**src/rtl/ptrres_pkg.sv**
```systemverilog
package ptrres_pkg;
    typedef enum logic [1:0] {
        ST_IDLE  = 2'd0,
        ST_FETCH = 2'd1,
        ST_EVAL  = 2'd2
    } res_state_t;

    typedef enum logic [1:0] {
        WIN_NONE = 2'd0,
        WIN_INC  = 2'd1,
        WIN_DEC  = 2'd2
    } win_kind_t;
endpackage

```
**src/rtl/ptrres_index_add.sv**
```systemverilog
module ptrres_index_add #(
    parameter int AW = 15
) (
    input  logic [AW-1:0] base,
    input  logic [AW-1:0] offset,
    output logic [AW-1:0] sum
);
    always_comb sum = base + offset;
endmodule

```
**src/rtl/ptrres_window.sv**
```systemverilog
module ptrres_window
    import ptrres_pkg::*;
#(
    parameter int AW        = 15,
    parameter int INC_BASE  = 8,
    parameter int DEC_BASE  = 16,
    parameter int WIN_CELLS = 8
) (
    input  logic [AW-1:0] addr,
    output win_kind_t     kind
);
    localparam logic [AW-1:0] INC_LO = AW'(INC_BASE);
    localparam logic [AW-1:0] INC_HI = AW'(INC_BASE + WIN_CELLS - 1);
    localparam logic [AW-1:0] DEC_LO = AW'(DEC_BASE);
    localparam logic [AW-1:0] DEC_HI = AW'(DEC_BASE + WIN_CELLS - 1);

    always_comb begin
        if (addr >= INC_LO && addr <= INC_HI)
            kind = WIN_INC;
        else if (addr >= DEC_LO && addr <= DEC_HI)
            kind = WIN_DEC;
        else
            kind = WIN_NONE;
    end
endmodule

```
**src/rtl/ptrres_depth_ctr.sv**
```systemverilog
module ptrres_depth_ctr #(
    parameter int MAX_DEPTH = 64
) (
    input  logic clk,
    input  logic rst_n,
    input  logic clr,
    input  logic step,
    output logic last_read
);
    localparam int CW = $clog2(MAX_DEPTH + 1);
    localparam logic [CW-1:0] LIMIT = CW'(MAX_DEPTH - 1);

    logic [CW-1:0] cnt_q;

    always_ff @(posedge clk) begin
        if (!rst_n || clr)
            cnt_q <= '0;
        else if (step)
            cnt_q <= cnt_q + CW'(1);
    end

    always_comb last_read = (cnt_q == LIMIT);
endmodule

```
**src/rtl/ptr_chain_resolver.sv**
```systemverilog
module ptr_chain_resolver
    import ptrres_pkg::*;
#(
    parameter int DATA_W    = 16,
    parameter int MAX_DEPTH = 64,
    parameter int INC_BASE  = 8,
    parameter int DEC_BASE  = 16,
    parameter int WIN_CELLS = 8
) (
    input  logic                clk,
    input  logic                rst_n,
    input  logic                start,
    input  logic [DATA_W-1:0]   instr_word,
    input  logic [DATA_W-2:0]   index_off,
    input  logic                chain_mode,
    output logic                mem_rd_en,
    output logic                mem_wr_en,
    output logic [DATA_W-2:0]   mem_addr,
    output logic [DATA_W-1:0]   mem_wdata,
    input  logic [DATA_W-1:0]   mem_rdata,
    output logic                busy,
    output logic                done,
    output logic [DATA_W-2:0]   eff_addr,
    output logic                chain_err
);
    localparam int AW   = DATA_W - 1;
    localparam int FLAG = DATA_W - 1;

    res_state_t      state_q, state_d;
    logic [AW-1:0]   ptr_q, off_q, eff_q;
    logic            multi_q, done_q, err_q;

    logic [AW-1:0]   first_addr, next_addr;
    win_kind_t       win;
    logic            last_read, follow;

    ptrres_index_add #(.AW(AW)) u_add_first (
        .base(instr_word[AW-1:0]), .offset(index_off), .sum(first_addr)
    );

    ptrres_index_add #(.AW(AW)) u_add_next (
        .base(mem_rdata[AW-1:0]), .offset(off_q), .sum(next_addr)
    );

    ptrres_window #(
        .AW(AW), .INC_BASE(INC_BASE), .DEC_BASE(DEC_BASE), .WIN_CELLS(WIN_CELLS)
    ) u_win (
        .addr(ptr_q), .kind(win)
    );

    ptrres_depth_ctr #(.MAX_DEPTH(MAX_DEPTH)) u_depth (
        .clk(clk), .rst_n(rst_n),
        .clr(state_q == ST_IDLE),
        .step(state_q == ST_EVAL),
        .last_read(last_read)
    );

    always_comb follow = multi_q && mem_rdata[FLAG];

    // next-state logic
    always_comb begin
        state_d = state_q;
        unique case (state_q)
            ST_IDLE:  if (start && instr_word[FLAG]) state_d = ST_FETCH;
            ST_FETCH: state_d = ST_EVAL;
            ST_EVAL:  state_d = (follow && !last_read) ? ST_FETCH : ST_IDLE;
        endcase
    end

    // state register
    always_ff @(posedge clk) begin
        if (!rst_n) state_q <= ST_IDLE;
        else        state_q <= state_d;
    end

    // registered outputs and datapath
    always_ff @(posedge clk) begin
        if (!rst_n) begin
            ptr_q   <= '0;
            off_q   <= '0;
            eff_q   <= '0;
            multi_q <= 1'b0;
            done_q  <= 1'b0;
            err_q   <= 1'b0;
        end else begin
            done_q <= 1'b0;
            err_q  <= 1'b0;
            unique case (state_q)
                ST_IDLE: begin
                    if (start) begin
                        if (instr_word[FLAG]) begin
                            ptr_q   <= first_addr;
                            off_q   <= index_off;
                            multi_q <= chain_mode;
                        end else begin
                            eff_q  <= first_addr;
                            done_q <= 1'b1;
                        end
                    end
                end
                ST_FETCH: ;
                ST_EVAL: begin
                    if (follow) begin
                        if (last_read) begin
                            eff_q  <= '0;
                            err_q  <= 1'b1;
                            done_q <= 1'b1;
                        end else begin
                            ptr_q <= next_addr;
                        end
                    end else begin
                        eff_q  <= next_addr;
                        done_q <= 1'b1;
                    end
                end
            endcase
        end
    end

    // memory port
    always_comb begin
        mem_addr  = ptr_q;
        mem_rd_en = (state_q == ST_FETCH);
        mem_wr_en = (state_q == ST_EVAL) && (win != WIN_NONE);
        mem_wdata = (win == WIN_INC) ? mem_rdata + DATA_W'(1)
                                     : mem_rdata - DATA_W'(1);
    end

    always_comb begin
        busy      = (state_q != ST_IDLE);
        done      = done_q;
        chain_err = err_q;
        eff_addr  = eff_q;
    end
endmodule

```
**config.mk**
```make
export PLATFORM = sky130hd
export DESIGN_NAME = ptr_chain_resolver
export DESIGN_NICKNAME = d
export VERILOG_FILES = /design/src/rtl/ptrres_pkg.sv /design/src/rtl/ptrres_index_add.sv /design/src/rtl/ptrres_window.sv /design/src/rtl/ptrres_depth_ctr.sv /design/src/rtl/ptr_chain_resolver.sv
export SDC_FILE = /design/constraint.sdc
export NUM_CORES = 1
export LEC_CHECK = 0
export ABC_AREA = 1
export BUFFER_PORTS_ARGS = -buffer_cell sky130_fd_sc_hd__buf_2
export CAP_MARGIN = 25
export CORE_AREA = 2 2 102 94
export DETAILED_ROUTE_END_ITERATION = 7
export DIE_AREA = 0 0 104 96
export PLACE_DENSITY = 0.79
export SLEW_MARGIN = 25
export SYNTH_ARGS = -nofsm -noshare
export SYNTH_HDL_FRONTEND = slang
export SYNTH_SLANG_ARGS = --single-unit
```
**constraint.sdc**
```tcl
create_clock -name clk -period 2.8 [get_ports clk]
set_input_delay 0.14 -clock clk [delete_from_list [all_inputs] [get_ports clk]]
set_output_delay 0.14 -clock clk [all_outputs]
set_load 0.1 [all_outputs]
```
==> impl_metrics.json <==
{
  "die_y_um": 96,
  "ios": 102,
  "ys_types": 41,
  "hpwl_mm": 11.6,
  "die_x_um": 104,
  "ant_nets": 0,
  "drtIter0Drc": 357,
  "rows": 33,
  "clock_sinks": 57,
  "cp-start-kind": "flop",
  "syn_nets": 854,
  "arrival_ps": 2530,
  "clock_latency_ps": 340,
  "finalSetupViolCount": 0,
  "power_density_nw_per_um2": 577,
  "fin_worst_skew_ps": 14.3,
  "cp_slowest_cell": "dfxtp_2",
  "drc": 0,
  "crit_path_max_fanout": 3,
  "cts_max_level": 3,
  "fin_hold_ws_ps": 37.1,
  "clk_pin_slew_ps": 60,
  "cts_inserted_buffers": 9,
  "via_per_inst": 5.36,
  "finalHoldViolCount": 0,
  "ys_warn_count": 0,
  "gp_congestion": 0.971,
  "status": "completed",
  "synth_seq_cells": 57,
  "num-fill-cells": 809,
  "cts_tree": "yes",
  "required_ps": 2660,
  "synth_area_per_cell_um2": 6.19,
  "drive_gt1_share_pct": 21.4,
  "power_mw": 3.48,
  "grt_pass1_vias": 4792,
  "grtUsageTotal_pct": 28.9,
  "io_buffer_count": 101,
  "start_util_pct": 53.5,
  "cp-end-kind": "output port",
  "drv_slew": 0,
  "dr_total_vias": 5388,
  "p_leak_nw": 3.09,
  "ir_drop_mv": 0.331,
  "crit_type": "flop to output port",
  "first_pass_iters": 5,
  "core_area_um2": 8920,
  "nNetsFinal": 962,
  "max_stage_delay_ps": 330,
  "seq_area_frac_synth_pct": 23.9,
  "wire_per_inst_um": 14.4,
  "period_minus_slack_ps": 2670,
  "grt_max_degree": 37,
  "wirelength_mm": 14.5,
  "min_period_over_period_pct": 95.2,
  "path_delay_family": "simple AND/OR/NAND/NOR gates",
  "dieArea_um2": 9980,
  "clockRootBuffer": "clkbuf_8",
  "slew_headroom_pct": 48.4,
  "antenna_cells": 0,
  "worst-path-buf-inv": 4,
  "cp_cell_sequence": "or2_4 -> nor2_4 -> nand3_1 -> nand2_1 -> inv_1 -> ha_1 -> inv_1 -> nand2_1 -> nand3_1 -> nand3_4 -> buf_12 -> xor2_4 -> buf_12",
  "grt-ovfl-total": 0,
  "worstMarginPinSlew_ps": 765,
  "syn_area_um2": 4770,
  "clock.fmax_mhz": 375,
  "grt_pass1_wl_mm": 23.3,
  "antenna_found_initial": 0,
  "syn_to_final_growth_pct": 26.7,
  "cts.path.max_buffers": 2,
  "max-cap-violations": 0,
  "syn_inst": 770,
  "worst_hold_path_type": "input pin to flop"
}
-- flip-flops by register name, indices dropped and copies added, names as in the netlist --
signal / cells
off_q: 15
state_q: 2
eff_addr: 15
chain_err: 1
done: 1
u_depth.cnt_q: 7
mem_addr: 15
multi_q: 1
-- power breakdown --
group	switching (mW)	leakage [nW]	internal (mW)
registers	0.0576	0.472	0.893
clock network	0.350	0.0953	0.432
logic	1.28	2.53	0.471
-- layer usage --
metal  routed length [µm]  share of wire, %  GRT usage [%]  up-vias
met5                    0                 0              0        -
met2                 6670                46           49.2      189
met3                  929               6.4           4.60       20
met1                 6710                46           38.6     2434
li1                     -                 -              -     2745
met4                  172               1.2           7.32        0
-- stage by stage --
stage	setup TNS, ps	instances	util [%]	worst slack [ps]	area (µm²)
final	0	1005	67.7	134	6040
after global routing	-128	1005	67.7	-55.0	6040
after CTS	0	1003	67.0	12.6	5970
after detailed placement	0	986	64.7	292	5770
after global placement	0	986	64.7	374	5770
after floorplan	0	770	-	77.3	4910
-- worst register-to-register path, stage by stage, from the launching register on --
cell	delay [ps]
dfxtp_1	350
ha_1	220
fa_1	450
nand2_1	90
nand2_1	50
nand2_1	50
nand2_1	110
nand3_1	100
nand3_1	90
or2_2	290
nand3_1	70
nand3_1	80
nand2_1	90
inv_1	40
-- synth_stat cells --
cell type,n,area share (%)
nand3b_1,15,2.4
nor2_2,2,0.26
xor2_2,2,0.68
xor2_1,12,2.2
buf_4,1,0.16
a2111oi_0,2,0.37
inv_1,85,6.7
inv_2,3,0.24
o21bai_1,6,0.94
nand2_1,186,15
a21oi_1,36,3.8
o21ai_2,1,0.18
nor2_1,119,9.4
a211o_1,2,0.37
and2_1,1,0.13
or2_4,2,0.37
nand4_1,11,1.4
o21a_1,1,0.16
o41ai_1,6,1.1
o21ai_0,57,6.0
buf_2,4,0.42
ha_1,31,8.1
clkbuf_1,10,0.79
nor3_1,5,0.52
or2_1,1,0.13
a31oi_1,6,0.79
or2_2,6,0.79
dfxtp_1,57,24
nor3b_1,2,0.31
nand3_1,71,7.5
nand2_4,1,0.24
nor2_4,2,0.47
xnor2_1,6,1.1
o31ai_1,2,0.31
o211ai_1,2,0.31
nand3_2,1,0.21
nand3_4,1,0.37
nand2_2,4,0.52
fa_1,2,0.84
buf_6,2,0.47
o21ai_1,4,0.42
-- cell usage in the layout (no fill, tap or decap), drive strengths merged, types with 9 or more instances in the layout --
cell and n:
nand4 11, nand3b 15, or2 9, a21oi 36
xor2 14, ha 31, dfxtp 57, clkbuf 11
buf 114, nor2 123, nand2 191, o21ai 62
inv 88, nand3 73
-- worst paths after layout --
path	start	depth (start not counted)	endpoint	slack (ps)
max	mem_addr[5]	13	mem_wdata[6]	130
min	chain_mode	3	multi_q	40
max reg2reg	off_q[0]	13	mem_addr[12]	620
min reg2reg	eff_addr[0]	2	eff_addr[0]	470
-- logic make-up after synthesis --
family	share of synthesized area, %
AOI/OAI and AO/OA	14.7
and+or+nand+nor	39.6
xor gates and xnor gates	3.99
buffers and inverters	8.77
DFF	23.9
adders and majority gates	8.98
-- repair_timing --
| action | CTS | global route |
|---|---|---|
| hold buffers | 0 | 0 |
| gates resized for setup | 1 | 12 |
| pin swaps | 1 | 2 |
| endpoints found under the hold margin | 0 | 0 |
| endpoints found under the setup margin | 6 | 11 |
| setup buffers | 1 | 2 |
-- final cells by class --
| class | instances | area (µm²) | share of cell area [%] |
|---|---|---|---|
| clock inverters | 5 | 55.1 | 0.912 |
| multi-input cells | 608 | 3370 | 55.9 |
| flip-flops and latches | 57 | 1160 | 19.1 |
| repair buffers | 114 | 830 | 13.7 |
| well taps | 122 | 153 | 2.53 |
| clock buffers | 11 | 141 | 2.34 |
| inverters | 88 | 330 | 5.47 |
(Power assumes the default switching activity.)
